==> config.mk <==
export PLATFORM = sky130hd
export DESIGN_NAME = sram_strobe_ctrl
export DESIGN_NICKNAME = d
export VERILOG_FILES = /design/src/rtl/sram_ctl_pkg.sv /design/src/rtl/sram_wait_timer.sv /design/src/rtl/sram_rd_latch.sv /design/src/rtl/sram_strobe_ctrl.sv
export SDC_FILE = /design/constraint.sdc
export NUM_CORES = 1
export LEC_CHECK = 0
export BUFFER_PORTS_ARGS = -buffer_cell sky130_fd_sc_hd__buf_2
export CORE_MARGIN = 3
export CORE_UTILIZATION = 50
export DETAILED_ROUTE_END_ITERATION = 10
export HOLD_SLACK_MARGIN = 0.1
export PLACE_DENSITY = 0.8
export RECOVER_POWER = 50
export SLEW_MARGIN = 20
export SYNTH_ARGS = -nofsm -noshare
export SYNTH_HDL_FRONTEND = slang
export SYNTH_SLANG_ARGS = --single-unit
export TNS_END_PERCENT = 100
==> constraint.sdc <==
create_clock -name clk -period 3 [get_ports clk]
set_input_delay 0.15 -clock clk [delete_from_list [all_inputs] [get_ports clk]]
set_output_delay 0.15 -clock clk [all_outputs]
set_load 0.005 [all_outputs]
==> src/rtl/sram_ctl_pkg.sv <==
package sram_ctl_pkg;

    localparam int CNT_W = 8;

    typedef enum logic [2:0] {
        ST_IDLE,
        ST_RD_CS,
        ST_RD_OE,
        ST_RD_FLT,
        ST_WR_SET,
        ST_WR_PLS,
        ST_WR_HLD,
        ST_WR_REC
    } ctl_state_e;

    // ceiling of ns/clk, never below lo
    function automatic int wait_cyc(input int ns, input int clk, input int lo);
        int c;
        c = (ns + clk - 1) / clk;
        return (c < lo) ? lo : c;
    endfunction

endpackage

==> src/rtl/sram_wait_timer.sv <==
module sram_wait_timer #(
    parameter int CNT_W = 8
) (
    input  logic             clk,
    input  logic             rst_n,
    input  logic             load,
    input  logic [CNT_W-1:0] load_val,
    output logic             last
);
    logic [CNT_W-1:0] cnt_d, cnt_q;

    always_comb begin
        cnt_d = cnt_q;
        if (load)
            cnt_d = load_val - CNT_W'(1);
        else if (cnt_q != '0)
            cnt_d = cnt_q - CNT_W'(1);
    end

    always_ff @(posedge clk or negedge rst_n) begin
        if (!rst_n) cnt_q <= '0;
        else        cnt_q <= cnt_d;
    end

    assign last = (cnt_q == '0);
endmodule

==> src/rtl/sram_rd_latch.sv <==
module sram_rd_latch #(
    parameter int DATA_W = 8
) (
    input  logic              clk,
    input  logic              rst_n,
    input  logic              cap_en,
    input  logic              wr_fin,
    input  logic [DATA_W-1:0] din,
    output logic [DATA_W-1:0] rdata,
    output logic              done
);
    logic [DATA_W-1:0] data_d, data_q;
    logic              done_d, done_q;

    always_comb begin
        data_d = cap_en ? din : data_q;
        done_d = cap_en | wr_fin;
    end

    always_ff @(posedge clk or negedge rst_n) begin
        if (!rst_n) begin
            data_q <= '0;
            done_q <= 1'b0;
        end else begin
            data_q <= data_d;
            done_q <= done_d;
        end
    end

    assign rdata = data_q;
    assign done  = done_q;
endmodule

==> src/rtl/sram_strobe_ctrl.sv <==
module sram_strobe_ctrl
    import sram_ctl_pkg::*;
#(
    parameter int ADDR_W     = 17,
    parameter int DATA_W     = 8,
    parameter int CLK_NS     = 10,
    parameter int T_ACC_NS   = 70,
    parameter int T_OACC_NS  = 35,
    parameter int T_CZ_NS    = 30,
    parameter int T_OZ_NS    = 20,
    parameter int T_WP_NS    = 55,
    parameter int T_REC_NS   = 5
) (
    input  logic              clk,
    input  logic              rst_n,
    input  logic              req_valid,
    input  logic              req_write,
    input  logic [ADDR_W-1:0] req_addr,
    input  logic [DATA_W-1:0] req_wdata,
    output logic              busy,
    output logic              done,
    output logic [DATA_W-1:0] rd_data,
    output logic [ADDR_W-1:0] ram_addr,
    output logic              ram_cs_n,
    output logic              ram_we_n,
    output logic              ram_oe_n,
    output logic [DATA_W-1:0] ram_dq_out,
    output logic              ram_dq_oe,
    input  logic [DATA_W-1:0] ram_dq_in
);
    // wait counts derived from the speed grade
    localparam int NCO  = wait_cyc(T_ACC_NS - T_OACC_NS, CLK_NS, 1);
    localparam int NACC = wait_cyc(T_ACC_NS, CLK_NS, 1);
    localparam int NOA  = wait_cyc(T_OACC_NS, CLK_NS, 1);
    localparam int NOE  = (NOA > NACC - NCO) ? NOA : NACC - NCO;
    localparam int TZ   = (T_CZ_NS > T_OZ_NS) ? T_CZ_NS : T_OZ_NS;
    localparam int NFL  = wait_cyc(TZ, CLK_NS, 1);
    localparam int NWP  = wait_cyc(T_WP_NS, CLK_NS, 2);
    localparam int NRC  = wait_cyc(T_REC_NS, CLK_NS, 1);

    localparam logic [CNT_W-1:0] L_ONE = CNT_W'(1);
    localparam logic [CNT_W-1:0] L_CO  = CNT_W'(NCO);
    localparam logic [CNT_W-1:0] L_OE  = CNT_W'(NOE);
    localparam logic [CNT_W-1:0] L_FL  = CNT_W'(NFL);
    localparam logic [CNT_W-1:0] L_WP  = CNT_W'(NWP);
    localparam logic [CNT_W-1:0] L_RC  = CNT_W'(NRC);

    typedef struct packed {
        ctl_state_e        st;
        logic [ADDR_W-1:0] addr;
        logic [DATA_W-1:0] wdata;
        logic              cs_n;
        logic              we_n;
        logic              oe_n;
        logic              dq_oe;
    } ctl_regs_t;

    ctl_regs_t        r_d, r_q;
    logic             t_load;
    logic [CNT_W-1:0] t_val;
    logic             t_last;
    logic             cap_en;
    logic             wr_fin;

    sram_wait_timer #(.CNT_W(CNT_W)) i_timer (
        .clk      (clk),
        .rst_n    (rst_n),
        .load     (t_load),
        .load_val (t_val),
        .last     (t_last)
    );

    sram_rd_latch #(.DATA_W(DATA_W)) i_latch (
        .clk    (clk),
        .rst_n  (rst_n),
        .cap_en (cap_en),
        .wr_fin (wr_fin),
        .din    (ram_dq_in),
        .rdata  (rd_data),
        .done   (done)
    );

    always_comb begin
        r_d    = r_q;
        t_load = 1'b0;
        t_val  = L_ONE;
        cap_en = 1'b0;
        wr_fin = 1'b0;
        // driver follows the write strobe by one cycle on both edges
        r_d.dq_oe = (r_q.st == ST_WR_PLS);
        unique case (r_q.st)
            ST_IDLE: begin
                if (req_valid) begin
                    r_d.addr  = req_addr;
                    r_d.wdata = req_wdata;
                    r_d.cs_n  = 1'b0;
                    t_load    = 1'b1;
                    if (req_write) begin
                        r_d.st = ST_WR_SET;
                        t_val  = L_ONE;
                    end else begin
                        r_d.st = ST_RD_CS;
                        t_val  = L_CO;
                    end
                end
            end
            ST_RD_CS: if (t_last) begin
                r_d.st   = ST_RD_OE;
                r_d.oe_n = 1'b0;
                t_load   = 1'b1;
                t_val    = L_OE;
            end
            ST_RD_OE: if (t_last) begin
                cap_en   = 1'b1;
                r_d.cs_n = 1'b1;
                r_d.oe_n = 1'b1;
                r_d.st   = ST_RD_FLT;
                t_load   = 1'b1;
                t_val    = L_FL;
            end
            ST_RD_FLT: if (t_last) r_d.st = ST_IDLE;
            ST_WR_SET: if (t_last) begin
                r_d.st   = ST_WR_PLS;
                r_d.we_n = 1'b0;
                t_load   = 1'b1;
                t_val    = L_WP;
            end
            ST_WR_PLS: if (t_last) begin
                r_d.we_n = 1'b1;
                r_d.st   = ST_WR_HLD;
                t_load   = 1'b1;
                t_val    = L_ONE;
            end
            ST_WR_HLD: if (t_last) begin
                r_d.cs_n = 1'b1;
                wr_fin   = 1'b1;
                r_d.st   = ST_WR_REC;
                t_load   = 1'b1;
                t_val    = L_RC;
            end
            ST_WR_REC: if (t_last) r_d.st = ST_IDLE;
            default:   r_d.st = ST_IDLE;
        endcase
    end

    always_ff @(posedge clk or negedge rst_n) begin
        if (!rst_n) begin
            r_q.st    <= ST_IDLE;
            r_q.addr  <= '0;
            r_q.wdata <= '0;
            r_q.cs_n  <= 1'b1;
            r_q.we_n  <= 1'b1;
            r_q.oe_n  <= 1'b1;
            r_q.dq_oe <= 1'b0;
        end else begin
            r_q <= r_d;
        end
    end

    assign busy       = (r_q.st != ST_IDLE);
    assign ram_addr   = r_q.addr;
    assign ram_cs_n   = r_q.cs_n;
    assign ram_we_n   = r_q.we_n;
    assign ram_oe_n   = r_q.oe_n;
    assign ram_dq_out = r_q.wdata;
    assign ram_dq_oe  = r_q.dq_oe;
endmodule

Yosys cells after proc, flatten, opt, wreduce, memory -nomap -nowiden --
Index checks and enable logic that the tools add are counted.
Storage, ports and cells: logic and storage cells 71, register bits 49, input bits 37, output and inout port bits 39
Operators by class: reductions and logical operators 16, bitwise logic cells 1, muxes and demuxes 27, $add $sub $neg 2, equal/unequal tests 15
Operator list (number):
- 8-bit one-hot mux with 4 select lines | 1
- 3-bit 2-to-1 mux | 10
- 29-bit 2-to-1 mux | 1
- 8-bit 2-to-1 mux | 3
- 3-bit one-hot mux with 7 select lines | 1
- 8-bit by 1-bit subtractor with 8-bit output, second input constant | 2
- 2-bit by 1-bit inequality test with 1-bit output, second input constant | 7
- 3-bit == test, second input constant | 4
- 3-bit AND reduction | 3
- 8-bit zero test | 1
- 1-bit one-hot mux with 2 select lines | 4
- 2-bit nonzero test | 4
- 8-bit nonzero test | 1
- 7-bit AND reduction | 1
- 3-bit by 2-bit == test with 1-bit output, second input constant | 2
- 1-bit 2-to-1 mux | 6
- 5-bit OR reduction | 1
- 2-bit OR reduction | 2
- 3-bit by 1-bit == test with 1-bit output, second input constant | 1
- 3-bit zero test | 1
- 3-bit nonzero test | 1
- 2-bit 2-to-1 mux | 1
- 2-bit inequality test, second input constant | 1
- 2-bit AND reduction | 1
- 1-bit OR | 1

Depth between registers and ports, before layout --
depth in word-level cells 5, gate-level depth with buffers 10, gate-level depth less buffers 9

Modules after synthesis --
Synthesis repeated with hierarchy kept, for this count alone.
Unflattened totals: cell total of the unflattened synthesis 204, area total of the unflattened synthesis 2611.3 um^2
Modules (own cells, without submodules):
- sram_strobe_ctrl | sequential area each 804.5 um^2, times used 1, area each 1646.6 um^2, cells an instance 125
- sram_wait_timer | sequential area each 200.2 um^2, times used 1, area each 601.8 um^2, cells an instance 60
- sram_rd_latch | sequential area each 225.2 um^2, times used 1, area each 362.8 um^2, cells an instance 19

Least setup slack after synthesis --
OpenSTA, ideal clock, no wires.
path kind register to register, start reg r_q[29] in the netlist's numbering, end reg i_timer.cnt_q[7], clock period less this slack 2.230 ns, path slack 0.770 ns, buffers on the path 1, data required time 2.874 ns, data arrival time 2.104 ns, cell stages (with the launch flop) 7, setup time 0.126 ns, cell sequence dfrtp_1 > buf_2 > nor4b_4 > mux2i_1 > o21ai_1 > or4_4 > o311a_1
On the way: cells in the longest elaborated chain, start to end 4, elaborated cells between the ends (all ways) 12, those cells by class add/sub: 1; eq/ne: 5; mux: 3; reduce/logical: 3
RTL lines:
- start: declaration | line sram_strobe_ctrl.sv:58 | ctl_regs_t r_d, r_q;
- start signal: assignment | line sram_strobe_ctrl.sv:156 | r_q <= r_d;
- 3-bit == test (tied with other cells) | line sram_strobe_ctrl.sv:91 | unique case (r_q.st)
- 8-bit one-hot mux with 4 select lines / 5-bit OR reduction (equally long branches)
- 8-bit by 1-bit subtractor with 8-bit output / 1-bit one-hot mux with 2 select lines (equally long branches) | line sram_wait_timer.sv:15, sram_strobe_ctrl.sv:91
- 8-bit 2-to-1 mux / 2-bit nonzero test (equally long branches)
- end signal: assignment | line sram_wait_timer.sv:22 | else cnt_q <= cnt_d;
- end: declaration | line sram_wait_timer.sv:10 | logic [CNT_W-1:0] cnt_d, cnt_q;
Several ways; a longest one is shown, not always the timed one. A chain may end at the register's enable or synchronous reset.

Worst setup path in the final report --
start reg i_timer.cnt_q[7], end reg i_timer.cnt_q[6]
On the way: cells in the longest elaborated chain, start to end 5, elaborated cells between the ends (all ways) 11, those cells by class add/sub: 1; mux: 7; reduce/logical: 3
RTL lines:
- 8-bit zero test | line sram_wait_timer.sv:25 | assign last = (cnt_q == '0);
- 3-bit 2-to-1 mux (tied with other cells) | line sram_strobe_ctrl.sv:122 | ST_WR_SET: if (t_last) begin
- 8-bit one-hot mux with 4 select lines | line sram_strobe_ctrl.sv:91
- 8-bit by 1-bit subtractor with 8-bit output | line sram_wait_timer.sv:15 | cnt_d = load_val - CNT_W'(1);
- 8-bit 2-to-1 mux | line sram_wait_timer.sv:14 | if (load)
Several ways; a longest one is shown, not always the timed one.

==> metrics.csv <==
stage,metric,value,unit
run_status,status,"finished, final reports clean",
sta,Slew HR,20.2,%
clocking,clk sink count,49,
yosys,asr flop ratio synth,100,%
sta,Final period util,83.0,%
placed_design,pre-CTS setup slack,544,ps
floorplanning,CORE AREA,4440,µm²
global_route,GRT Overall Usage,19.4,%
finish,layout cell share with drive strength beyond 1,27.1,%
worst_hold_path,min-delay src,req_write,
sta,Least-Margin Pin Slew,1200,ps
detailed_routing,WL/cell,14.2,µm
power_and_ir_drop,total power divided by cell area,670,nW/µm²
sta,final slew viol count,0,
worst_hold_path,Hold Crit Class,in2reg,
global_route,GR Overflow Total,0,
clocking,H-tree levels,2,
sta,Max Freq,0.402,GHz
global_route,vias in the first global route,1770,
finish,Syn-to-layout area delta,26.9,%
floorplanning,chip height,74.4,µm
placed_design,GP Congestion,0.905,
detailed_routing,final wirelength,5420,µm
sta,final worst path period need,2490,ps
critical_path,r2r startpoint,i_timer.cnt_q[7]$_DFFE_PN0P_,
power_and_ir_drop,peak supply drop,0.447,mV
global_route,initial antenna violation count,0,
yosys,synth warn,0,
yosys,sequential area share after synthesis,52.6,%
floorplanning,Die W,74.4,µm
sta,count of final setup violators,0,
yosys,"flops & latches, synth",49,
critical_path,worst setup path startpoint,i_timer.cnt_q[7]$_DFFE_PN0P_,
finish,Final nets,366,
detailed_routing,Final ANT Viol Nets,0,
critical_path,Worst setup EP type,flop,
sta,final hold slack,208,ps
yosys,dominant synthesized flop cell,dfrtp_1,
flow_run,max cap viols,0,
global_route,largest net degree at the start of global routing,50,
placed_design,# port buffers,75,
detailed_routing,vias,1956,
floorplanning,I/O pin count,76,
critical_path,Crit Path Max Fanout,11,
sta,unrepaired setup endpoints after global routing,no,
finish,n_diodes,0,
detailed_routing,First DRT Iteration DRCs,140,
clocking,number of CTS-inserted buffers,5,
floorplanning,initial core utilization,52.6,%
yosys,mapped cell area,2340,µm²
clocking,Clock Latency Late Sink,290,ps
power_and_ir_drop,Pleak,1.51,nW
floorplanning,die area,5530,µm²
yosys,synth unique cells,41,
critical_path,WP data arrival,2690,ps
floorplanning,row cnt,24,
sta,setup slack after layout,510,ps
yosys,Mapped Cells,246,
critical_path,WS Path Type,reg2reg,
critical_path,slowest CP cell,dfrtp_1,
critical_path,worst path required time,3200,ps
yosys,Synth Area per Inst,9.51,µm²
detailed_routing,Vias/cell,5.13,
clocking,CTS tree,yes,
yosys,Post-synth EDFFs,0,
placed_design,DP HPWL,3230,µm
clocking,Clock transition at path regs,80,ps
critical_path,Worst Setup Start Kind,flop,
detailed_routing,first-pass detailed-route iteration total,5,
sta,Setup Skew,4.99,ps
sta,total negative slack,0,ps
global_route,first-pass GRT wire length,8220,µm
critical_path,Slowest Stage Delay on Critical Path,390,ps
sta,Fin. Hold Viols,0,
yosys,Synthesized Nets,284,
clocking,Root Driver,clkbuf_8,
clocking,clk buf depth,2,
critical_path,crit path cell chain,nor3_1 -> nand3_1 -> nor2_1 -> a22oi_1 -> o21ai_0 -> ha_1 -> o2111ai_1 -> a21o_1 -> a221oi_1,
finish,fin util,66.8,%
detailed_routing,Post-route DRC,0,
-- power by group --
group	internal [W]	switching, W
clock	0.000164	0.000204
combinational	0.000310	0.000295
sequential	0.000850	0.000165
-- critical path: cells and delay by family (launching register included) --
kind / cells / cell delay, ps
adder cells (fa/ha/maj): 1 / 220
flip-flops: 1 / 390
AO/OA/AOI/OAI: 5 / 830
AND/OR/NAND/NOR: 3 / 960
-- synthesized netlist by cell type (2+ instances only) --
master | instances | area share (%)
and2_1 | 3 | 0.80
nor3_1 | 2 | 0.43
a21o_1 | 2 | 0.64
a21oi_1 | 2 | 0.43
mux2_2 | 9 | 4.3
buf_2 | 6 | 1.3
dfstp_2 | 3 | 3.4
xnor2_1 | 3 | 1.1
nand2b_1 | 4 | 1.1
nand2_1 | 85 | 14
buf_4 | 25 | 8.0
inv_1 | 5 | 0.80
a31oi_1 | 2 | 0.53
mux2i_1 | 3 | 1.3
o2111ai_1 | 2 | 0.75
nor4_1 | 2 | 0.53
nor2_1 | 8 | 1.3
clkbuf_1 | 5 | 0.80
dfrtp_1 | 46 | 49
or3_1 | 2 | 0.53
o21ai_0 | 7 | 1.5
-- layout by cell type (no fill, tap or decap), drive strengths merged, types with 2 or more instances in the layout --
cell,netlist,layout
nor2,8,8
clkbuf,5,18
dfrtp,46,46
a21o,2,2
o21ai,8,8
or3,2,2
and2,3,3
a21oi,2,2
a31oi,2,2
mux2i,3,3
dlygate4sd3,0,34
nand2b,4,4
buf,31,66
xnor2,3,3
o2111ai,2,2
dfstp,3,3
inv,5,5
nor3,3,3
mux2,9,9
nand2,85,85
nor4,2,2
-- metrics by stage --
step | instances | cell area (µm²) | power (W)
finish | 381 | 2970 | 0.00199
global placement | 339 | 2560 | 0.00157
CTS | 381 | 2980 | 0.00200
detailed placement | 339 | 2560 | 0.00160
floorplan | 246 | 2340 | 0.00148
global route | 381 | 2970 | 0.00213
-- path summary, 6_finish.rpt --
path | endpoint | cells past startpoint | slack (ps)
min in group asynchronous | ram_dq_out[0]$_DFFE_PN0P_ | 2 | 640
hold / removal | r_q[31]$_DFFE_PN0P_ | 3 | 210
hold reg to reg | ram_addr[10]$_DFFE_PN0P_ | 2 | 470
max in group asynchronous | ram_addr[7]$_DFFE_PN0P_ | 2 | 1640
setup / recovery | i_timer.cnt_q[6]$_DFFE_PN0P_ | 9 | 510
setup reg to reg | i_timer.cnt_q[6]$_DFFE_PN0P_ | 9 | 510
-- logic make-up after synthesis --
logic type / count (synthesis) / share of synthesized area [%]
DFF: 49 / 52.6
adders and majority gates: 1 / 0.535
AOI/OAI and AO/OA: 25 / 7.22
buffers and inverters: 41 / 10.9
muxes: 12 / 5.62
xor gates and xnor gates: 3 / 1.12
and+or+nand+nor: 115 / 22.0
-- what timing repair did --
item                                   4_1_cts  5_1_grt
gates resized for setup                      0        0
hold buffers                                34        0
endpoints found under the hold margin       79        0
buffers inserted                             0        0
-- routing by layer --
metal	vias to the layer above	routed length, µm	GRT usage, %
li1	942	-	-
met1	899	2260	25.1
met2	103	2660	31.9
met3	12	411	4.86
met4	0	87	6.72
met5	-	0	0
-- layout make-up --
type,instances,area (µm²)
Sequential cell,49,1230
Clock inverter,1,5.00
Fill cell,338,1480
Clock buffer,7,76.3
Multi-Input combinational cell,156,853
Timing Repair Buffer,111,718
Tap cell,52,65.1
Inverter,5,18.8
-- flip-flops by register name (all words and copies together) (netlist names) --
| signal | count |
|---|---|
| ram_addr | 17 |
| ram_dq_oe | 1 |
| i_latch.done | 1 |
| ram_we_n | 1 |
| i_latch.rdata | 8 |
| ram_cs_n | 1 |
| i_timer.cnt_q | 8 |
| ram_dq_out | 8 |
| r_q | 3 |
| ram_oe_n | 1 |
(Power assumes the default switching activity.)
